### src/rtl/therm_enc_pkg.sv
package therm_enc_pkg;

   // Width of the thermometer word for a given resolution.
   function automatic int unsigned therm_width(input int unsigned nbits);
      return (1 << nbits) - 1;
   endfunction

   // Index of the m-th one-hot line whose index has bit k set:
   // a 1 is inserted at position k into the value m.
   function automatic int unsigned spread_index(input int unsigned m, input int unsigned k);
      int unsigned low_mask;
      low_mask = (1 << k) - 1;
      return ((m >> k) << (k + 1)) | (1 << k) | (m & low_mask);
   endfunction

   // Number of pipeline stages after the input register.
   function automatic int unsigned tree_stages(input int unsigned nbits, input bit pipe);
      return pipe ? (nbits - 1) : 0;
   endfunction

endpackage

### src/rtl/therm_edge_gen.sv
module therm_edge_gen #(
   parameter int unsigned NBITS = 6
) (
   input  logic [(2**NBITS)-2:0] therm,
   output logic [(2**NBITS)-1:0] lines
);
   localparam int unsigned NLINES = 2**NBITS;

   // Extended word: a constant high below, a constant low above.
   logic [NLINES:0] ext;
   assign ext = {1'b0, therm, 1'b1};

   for (genvar i = 0; i < NLINES; i++) begin : g_line
      assign lines[i] = ext[i] & ~ext[i+1];
   end
endmodule

### src/rtl/or_tree.sv
module or_tree #(
   parameter int unsigned LOG2N = 5,
   parameter bit          PIPE  = 1'b1
) (
   input  logic                clk,
   input  logic                rst,
   input  logic [(2**LOG2N)-1:0] leaves,
   output logic                root
);
   for (genvar lv = 0; lv <= LOG2N; lv++) begin : g_lvl
      localparam int unsigned WL = 2**(LOG2N - lv);
      logic [WL-1:0] val;

      if (lv == 0) begin : g_leaf
         assign val = leaves;
      end else begin : g_node
         logic [WL-1:0] nxt;
         always_comb begin
            for (int j = 0; j < WL; j++) begin
               nxt[j] = g_lvl[lv-1].val[2*j] | g_lvl[lv-1].val[2*j+1];
            end
         end

         if (PIPE) begin : g_reg
            always_ff @(posedge clk) begin
               if (rst) val <= '0;
               else     val <= nxt;
            end
         end else begin : g_comb
            assign val = nxt;
         end
      end
   end

   assign root = g_lvl[LOG2N].val[0];
endmodule

### src/rtl/valid_delay.sv
module valid_delay #(
   parameter int unsigned DEPTH = 5
) (
   input  logic clk,
   input  logic rst,
   input  logic din,
   output logic dout
);
   if (DEPTH == 0) begin : g_pass
      assign dout = din;
   end else begin : g_shift
      logic [DEPTH-1:0] sr;
      always_ff @(posedge clk) begin
         if (rst) begin
            sr <= '0;
         end else begin
            sr[0] <= din;
            for (int i = 1; i < DEPTH; i++) sr[i] <= sr[i-1];
         end
      end
      assign dout = sr[DEPTH-1];
   end
endmodule

### src/rtl/therm_flash_encoder.sv
module therm_flash_encoder
   import therm_enc_pkg::*;
#(
   parameter int unsigned NBITS = 6,
   parameter bit          PIPE  = 1'b1
) (
   input  logic                  clk,
   input  logic                  rst,
   input  logic                  valid_i,
   input  logic [(2**NBITS)-2:0] therm_i,
   output logic                  valid_o,
   output logic [NBITS-1:0]      code_o
);
   localparam int unsigned TW     = therm_width(NBITS);
   localparam int unsigned NLINES = 2**NBITS;
   localparam int unsigned LEVELS = NBITS - 1;
   localparam int unsigned HALF   = 2**LEVELS;
   localparam int unsigned STAGES = tree_stages(NBITS, PIPE);

   // Elaboration-time parameter checks.
   if (NBITS < 2 || NBITS > 10) begin : g_bad_nbits
      $error("therm_flash_encoder: NBITS must lie in 2..10");
   end
   if (TW != NLINES - 1) begin : g_bad_width
      $error("therm_flash_encoder: thermometer width mismatch");
   end

   // Input register.
   logic [TW-1:0] therm_q;
   logic          vld_q;
   always_ff @(posedge clk) begin
      if (rst) begin
         therm_q <= '0;
         vld_q   <= 1'b0;
      end else begin
         therm_q <= therm_i;
         vld_q   <= valid_i;
      end
   end

   // Edge detection: thermometer to one-hot.
   logic [NLINES-1:0] onehot_w;
   therm_edge_gen #(.NBITS(NBITS)) u_edge (
      .therm (therm_q),
      .lines (onehot_w)
   );

   // One balanced OR tree per output bit.
   for (genvar k = 0; k < NBITS; k++) begin : g_bit
      logic [HALF-1:0] leaves;
      for (genvar m = 0; m < HALF; m++) begin : g_leaf
         assign leaves[m] = onehot_w[spread_index(m, k)];
      end
      or_tree #(.LOG2N(LEVELS), .PIPE(PIPE)) u_tree (
         .clk    (clk),
         .rst    (rst),
         .leaves (leaves),
         .root   (code_o[k])
      );
   end

   // Valid flag follows the data through the tree stages.
   valid_delay #(.DEPTH(STAGES)) u_vdly (
      .clk  (clk),
      .rst  (rst),
      .din  (vld_q),
      .dout (valid_o)
   );
endmodule

### config.mk
export PLATFORM = sky130hd
export DESIGN_NAME = therm_flash_encoder
export DESIGN_NICKNAME = d
export VERILOG_FILES = /design/src/rtl/therm_enc_pkg.sv /design/src/rtl/therm_edge_gen.sv /design/src/rtl/or_tree.sv /design/src/rtl/valid_delay.sv /design/src/rtl/therm_flash_encoder.sv
export SDC_FILE = /design/constraint.sdc
export NUM_CORES = 1
export LEC_CHECK = 0
export BUFFER_PORTS_ARGS = -buffer_cell sky130_fd_sc_hd__buf_2
export CELL_PAD_IN_SITES_DETAIL_PLACEMENT = 0
export CELL_PAD_IN_SITES_GLOBAL_PLACEMENT = 1
export CORE_MARGIN = 5
export CORE_UTILIZATION = 39
export CTS_CLUSTER_DIAMETER = 150
export DETAILED_ROUTE_END_ITERATION = 8
export PLACE_DENSITY = 0.76
export SLEW_MARGIN = 30
export SYNTH_ARGS = -nofsm -noshare
export SYNTH_HDL_FRONTEND = slang
export SYNTH_SLANG_ARGS = --single-unit
### constraint.sdc
create_clock -name clk -period 0.8 [get_ports clk]
set_input_delay 0.04 -clock clk [delete_from_list [all_inputs] [get_ports clk]]
set_output_delay 0.04 -clock clk [all_outputs]
set_load 0.05 [all_outputs]
==> impl_metrics.ini, run 1 <==
[routing]
dr.pass1.iters = 4
drc_errors = 0
vias_per_cell = 4.11
wirelength_um = 8800
wl_per_cell_um = 10.4
first_iter_violations = 111
vias = 3481
ant_nets = 0

[layout]
fin_nets = 724
synthToLayoutAreaGrowth_pct = 35.0
multiInputGateArea_um2 = 1550
final_common_cell = dfxtp_1
final_layout_size_suffix_gt1_frac = 0.170
seqCellArea_um2 = 3670
final_cell_mix = 176 x dfxtp_1, 136 x nor2_1, 69 x nor2b_1
final_util = 0.542
fillers = 1180

[pwr]
power_frac_clock = 0.417
switchingPower_w = 0.00391
comb_power_share = 0.070
seqPwrFrac = 0.514
ir_drop_uv = 1420
leakagePower_nw = 3.01
switching_share = 0.203
power_w = 0.0193
power_density_nw_per_um2 = 2660
internal_power_w = 0.0154

[synth]
ys_warn_count = 0
seq_area_frac_synth = 0.683
synth_cell_types = 9
syn_inst = 522
synthesis.nets = 588
synthesis.area_um2 = 5370
syn_area_per_cell_um2 = 10.3
ys_ff_latch = 183

[run]
drv_cap = 0

[die]
initial_utilization = 0.402
rows = 42
coreArea_um2 = 13300
io-pin-count = 73
die_h_um = 127
die_w_um = 127
die_area_um2 = 16200

[setup_path]
critPathSlowestCell = dfxtp_2
path_cells = buf_8
worstSetupEndpoint = valid_o
cpPeakStageDelay_ns = 0.33
worstRegToRegCells = 2
worstPathMaxFanout = 1
cp_top_family = flip-flops
required_ns = 0.76
crit-reg2reg-capture = g_bit[4].u_tree.g_lvl[1].val[0]
cp-start-kind = flip-flop
crit_start = u_vdly.g_shift.sr[4]
endpoint_kind = output pin
cp.depth = 1
path_buf_inv = 1
rr_startpoint = therm_q[16]
crit_type = flip-flop to output pin
reg2reg_slack_ns = 0.06
cp.arrival_ns = 0.88

[sta]
worstMarginPinSlew_ns = 0.191
skew_ns = 0.00705
setup_viol = 7
fin_ws_ns = -0.118
min_period_ns = 0.918
max_freq_mhz = 1090
maxSlewViolCount = 0
timing.final.crit_share = 1.15
finalHoldViolations = 0
slew_headroom = 0.872
rsz0062_at_grt = true

[clock_tree]
cts_tree = yes
cts_made_buffers = 17
clock-sinks = 183
cts_setup_buffers = 0
cts-htree-levels = 4
path_clk_slew_ns = 0.06
cts_root_buf = clkbuf_16
clk_latency_ns = 0.41
cts_buffer_depth = 2

[global_routing]
grt_max_degree = 37
grt_pass1_vias = 3595
grt_pass1_wl_um = 15800
antenna_found_initial = 1
grtUsageTotal = 0.122
gr-total-overflow = 0

[hold_path]
hp-class = input pin to flip-flop
hold_start = rst

[place]
io_buffer_count = 72
dp_hpwl_um = 5670
place_congestion = 0.735

[outcome]
status = complete, but fails checks
violations = setup timing
## metal layers
| layer | global-route usage | up-vias | share of wire |
|---|---|---|---|
| met5 | 0 | - | 0 |
| met4 | 0.0662 | 0 | 0.021 |
| met3 | 0.0405 | 14 | 0.039 |
| met2 | 0.205 | 56 | 0.51 |
| met1 | 0.137 | 1531 | 0.43 |
| li1 | - | 1880 | - |
## worst min-delay path by stage
| stage | to | slack, ns | depth (start not counted) |
|---|---|---|---|
| 2_1_floorplan | therm_q[0] | 0.17 | 1 |
| 3_3_place_gp | therm_q[1] | 0.25 | 2 |
| 3_5_place_dp | therm_q[38] | 0.25 | 2 |
| 4_1_cts | g_bit[1].u_tree.g_lvl[2].val[0] | 0.09 | 3 |
| 5_1_grt | therm_q[27] | 0.11 | 3 |
| 6_report | g_bit[1].u_tree.g_lvl[2].val[5] | 0.11 | 3 |
## worst min-delay path, stage by stage
cell	delay [ns]
buf_4	0.18
buf_12	0.17
nor2_1	0.09
## flip-flops by register name (all words and copies together), names as in the netlist
signal                  count
g_bit.u_tree.g_lvl.val    108
g_bit.u_tree.root           6
therm_q                    63
u_vdly.g_shift.sr           5
vld_q                       1
## layout make-up
type	instances	area share
clock buffer	23	0.0674
multi-input combinational	312	0.215
antenna	1	0.000346
tap	176	0.0304
sequential	183	0.507
clock inverter	8	0.0133
timing repair buffer	143	0.166
inverter	1	0.000518
## per-stage QoR
stage	setup TNS, ns	cells	hold WS [ns]	area, µm²	setup WS, ns
floorplan	0	522	0.168	5370	0.173
detailed placement	0	750	0.253	5920	0.0565
global route	-1.08	847	0.105	7240	-0.163
CTS	-1.00	846	0.0935	7230	-0.148
global placement	0	750	0.253	5920	0.0254
finish	-0.795	847	0.114	7240	-0.118
## logic make-up after synthesis
group | share of synthesized area
buf+inv | 0.0275
simple gates | 0.247
compound gates | 0.0429
flops | 0.683
## power by group through the flow
stage	combinational [W]	clock (W)	sequential [W]
floorplan	0.000771	0	0.0100
global placement	0.00105	0	0.0101
detailed placement	0.00106	0	0.0101
CTS	0.00136	0.00822	0.00991
global route	0.00153	0.00870	0.00996
finish	0.00135	0.00803	0.00990
## synth_stat cells, drive strengths merged
master,n,area share
buf,25,0.026
inv,1,0.00070
dfxtp,183,0.68
a21oi,46,0.043
nand2b,61,0.071
nor2b,69,0.080
clkbuf,1,0.00070
nor2,136,0.095
## what timing repair did
| action | CTS | global route |
|---|---|---|
| endpoints found under the setup margin | 7 | 7 |
| hold endpoints to repair | 68 | 0 |
| gates resized for setup | 27 | 1 |
| hold buffers | 65 | 0 |
Note: power is estimated with default switching activity, not from simulation.
==> run 2: changes to the inputs <==
--- a/config.mk
+++ b/config.mk
@@ -5,13 +5,13 @@
 export SDC_FILE = /design/constraint.sdc
 export NUM_CORES = 1
 export LEC_CHECK = 0
-export BUFFER_PORTS_ARGS = -buffer_cell sky130_fd_sc_hd__buf_2
 export CELL_PAD_IN_SITES_DETAIL_PLACEMENT = 0
 export CELL_PAD_IN_SITES_GLOBAL_PLACEMENT = 1
 export CORE_MARGIN = 5
-export CORE_UTILIZATION = 39
+export CORE_UTILIZATION = 43
 export CTS_CLUSTER_DIAMETER = 150
 export DETAILED_ROUTE_END_ITERATION = 8
+export DONT_BUFFER_PORTS = 1
 export PLACE_DENSITY = 0.76
 export SLEW_MARGIN = 30
 export SYNTH_ARGS = -nofsm -noshare
==> impl_metrics.ini, run 2 (synthesized netlist as in run 1, its figures left out) <==
[outcome]
status = complete, but fails checks
violations = hold timing, setup timing

[die]
die_h_um = 122
initial_utilization = 0.443
io-pin-count = 73
die_area_um2 = 14800
coreArea_um2 = 12100
die_w_um = 122
rows = 40

[setup_path]
crit_type = flip-flop to output pin
endpoint_kind = output pin
cp.arrival_ns = 0.89
path_buf_inv = 1
worstPathMaxFanout = 1
cp_top_family = flip-flops
path_cells = buf_8
cp-start-kind = flip-flop
critPathSlowestCell = dfxtp_2
required_ns = 0.76
cpPeakStageDelay_ns = 0.33

[pwr]
power_density_nw_per_um2 = 2810
power_w = 0.0191
ir_drop_uv = 1510
leakagePower_nw = 2.78

[clock_tree]
cts_tree = yes
clk_latency_ns = 0.41
path_clk_slew_ns = 0.07
cts_setup_buffers = 0
cts_buffer_depth = 2
cts_root_buf = clkbuf_16
cts-htree-levels = 4
cts_made_buffers = 17
clock-sinks = 183
ctsHoldBuffers = 64

[layout]
final_util = 0.561
largest_register_ffs = 108
final_common_cell = dfxtp_1
synthToLayoutAreaGrowth_pct = 26.6
final_layout_size_suffix_gt1_frac = 0.0768
final_cell_mix = 175 x dfxtp_1, 136 x nor2_1, 69 x nor2b_1
max_flop_register = g_bit.u_tree.g_lvl.val
diodes = 0
fin_nets = 652

[sta]
min_period_ns = 0.928
fin_ws_ns = -0.128
timing.final.crit_share = 1.16
hold_slack_ns = -0.286
worstMarginPinSlew_ns = 0.180
rsz0062_at_grt = true
slew_headroom = 0.880
maxSlewViolCount = 0
max_freq_mhz = 1080
setup_viol = 7
finalHoldViolations = 119
skew_ns = 0.00595
fin_tns_setup_ns = -0.853

[global_routing]
gr-total-overflow = 0
grt_pass1_vias = 3409
antenna_found_initial = 0
grtUsageTotal = 0.122
grt_pass1_wl_um = 14300
grt_max_degree = 184

[routing]
vias = 3275
dr.pass1.iters = 4
wirelength_um = 8120
first_iter_violations = 121
vias_per_cell = 4.27
ant_nets = 0
drc_errors = 0
wl_per_cell_um = 10.6

[place]
io_buffer_count = 0
place_congestion = 0.710
dp_hpwl_um = 4850
pre_cts_slack_ns = 0.0273

[hold_path]
hp-class = input pin to flip-flop

[run]
drv_cap = 0
run 2: cell count changes in the layout (fill, tap and decap cells not counted), moves of 2 or more:
cell      before  now
buf_2         64    0
buf_12         6    2
clkinv_4       1    5
buf_8          7    4
clkinv_2       4    1
clkbuf_8       4    2
run 2: stage by stage:
| step | instance area [µm²] | std cells |
|---|---|---|
| after global placement | 5510 | 671 |
| final | 6790 | 767 |
| after CTS | 6790 | 767 |
| after floorplan | 5370 | 522 |
| after global routing | 6790 | 767 |
| after detailed placement | 5510 | 671 |
run 2: where the power goes:
group	switching (W)	total [W]	internal [W]
clock network	0.00335	0.00816	0.00481
logic	0.000400	0.00100	0.000604
registers	0.000214	0.00990	0.00969
total	0.00396	0.0191	0.0151
run 2: worst register-to-register path, stage by stage, from the launching register on:
cell and delay, ns:
dfxtp_2 0.35, nand2b_1 0.16, a21oi_1 0.13
run 2: path summary, 6_finish.rpt:
| kind | startpoint | to | slack [ns] | cells past startpoint |
|---|---|---|---|---|
| setup reg to reg | therm_q[15] | g_bit[1].u_tree.g_lvl[1].val[3] | 0.09 | 2 |
| setup / recovery | u_vdly.g_shift.sr[4] | valid_o | -0.13 | 1 |
| hold reg to reg | g_bit[0].u_tree.g_lvl[1].val[6] | g_bit[0].u_tree.g_lvl[2].val[3] | 0.43 | 2 |
| hold / removal | rst | g_bit[0].u_tree.g_lvl[1].val[12] | -0.29 | 1 |
run 2: final cells by class:
cell class,instances,area [µm²]
clock buffers,20,457
repair buffers,71,752
multi-input cells,312,1550
inverters,1,3.75
clock inverters,12,144
well taps,168,210
fillers,1060,5320
flip-flops and latches,183,3670
run 2: timing repair:
item                                    in CTS  in global routing
endpoints found under the setup margin       7                 10
hold endpoints to repair                   183                119
pin swaps                                    0                  0
resized for setup                           16                  1
run 2: metal layers:
layer	GRT usage	vias to the layer above	wire length [µm]
met5	0	-	0
met4	0.0609	0	113
met3	0.0432	10	309
met2	0.203	57	4040
met1	0.138	1470	3660
li1	-	1738	-
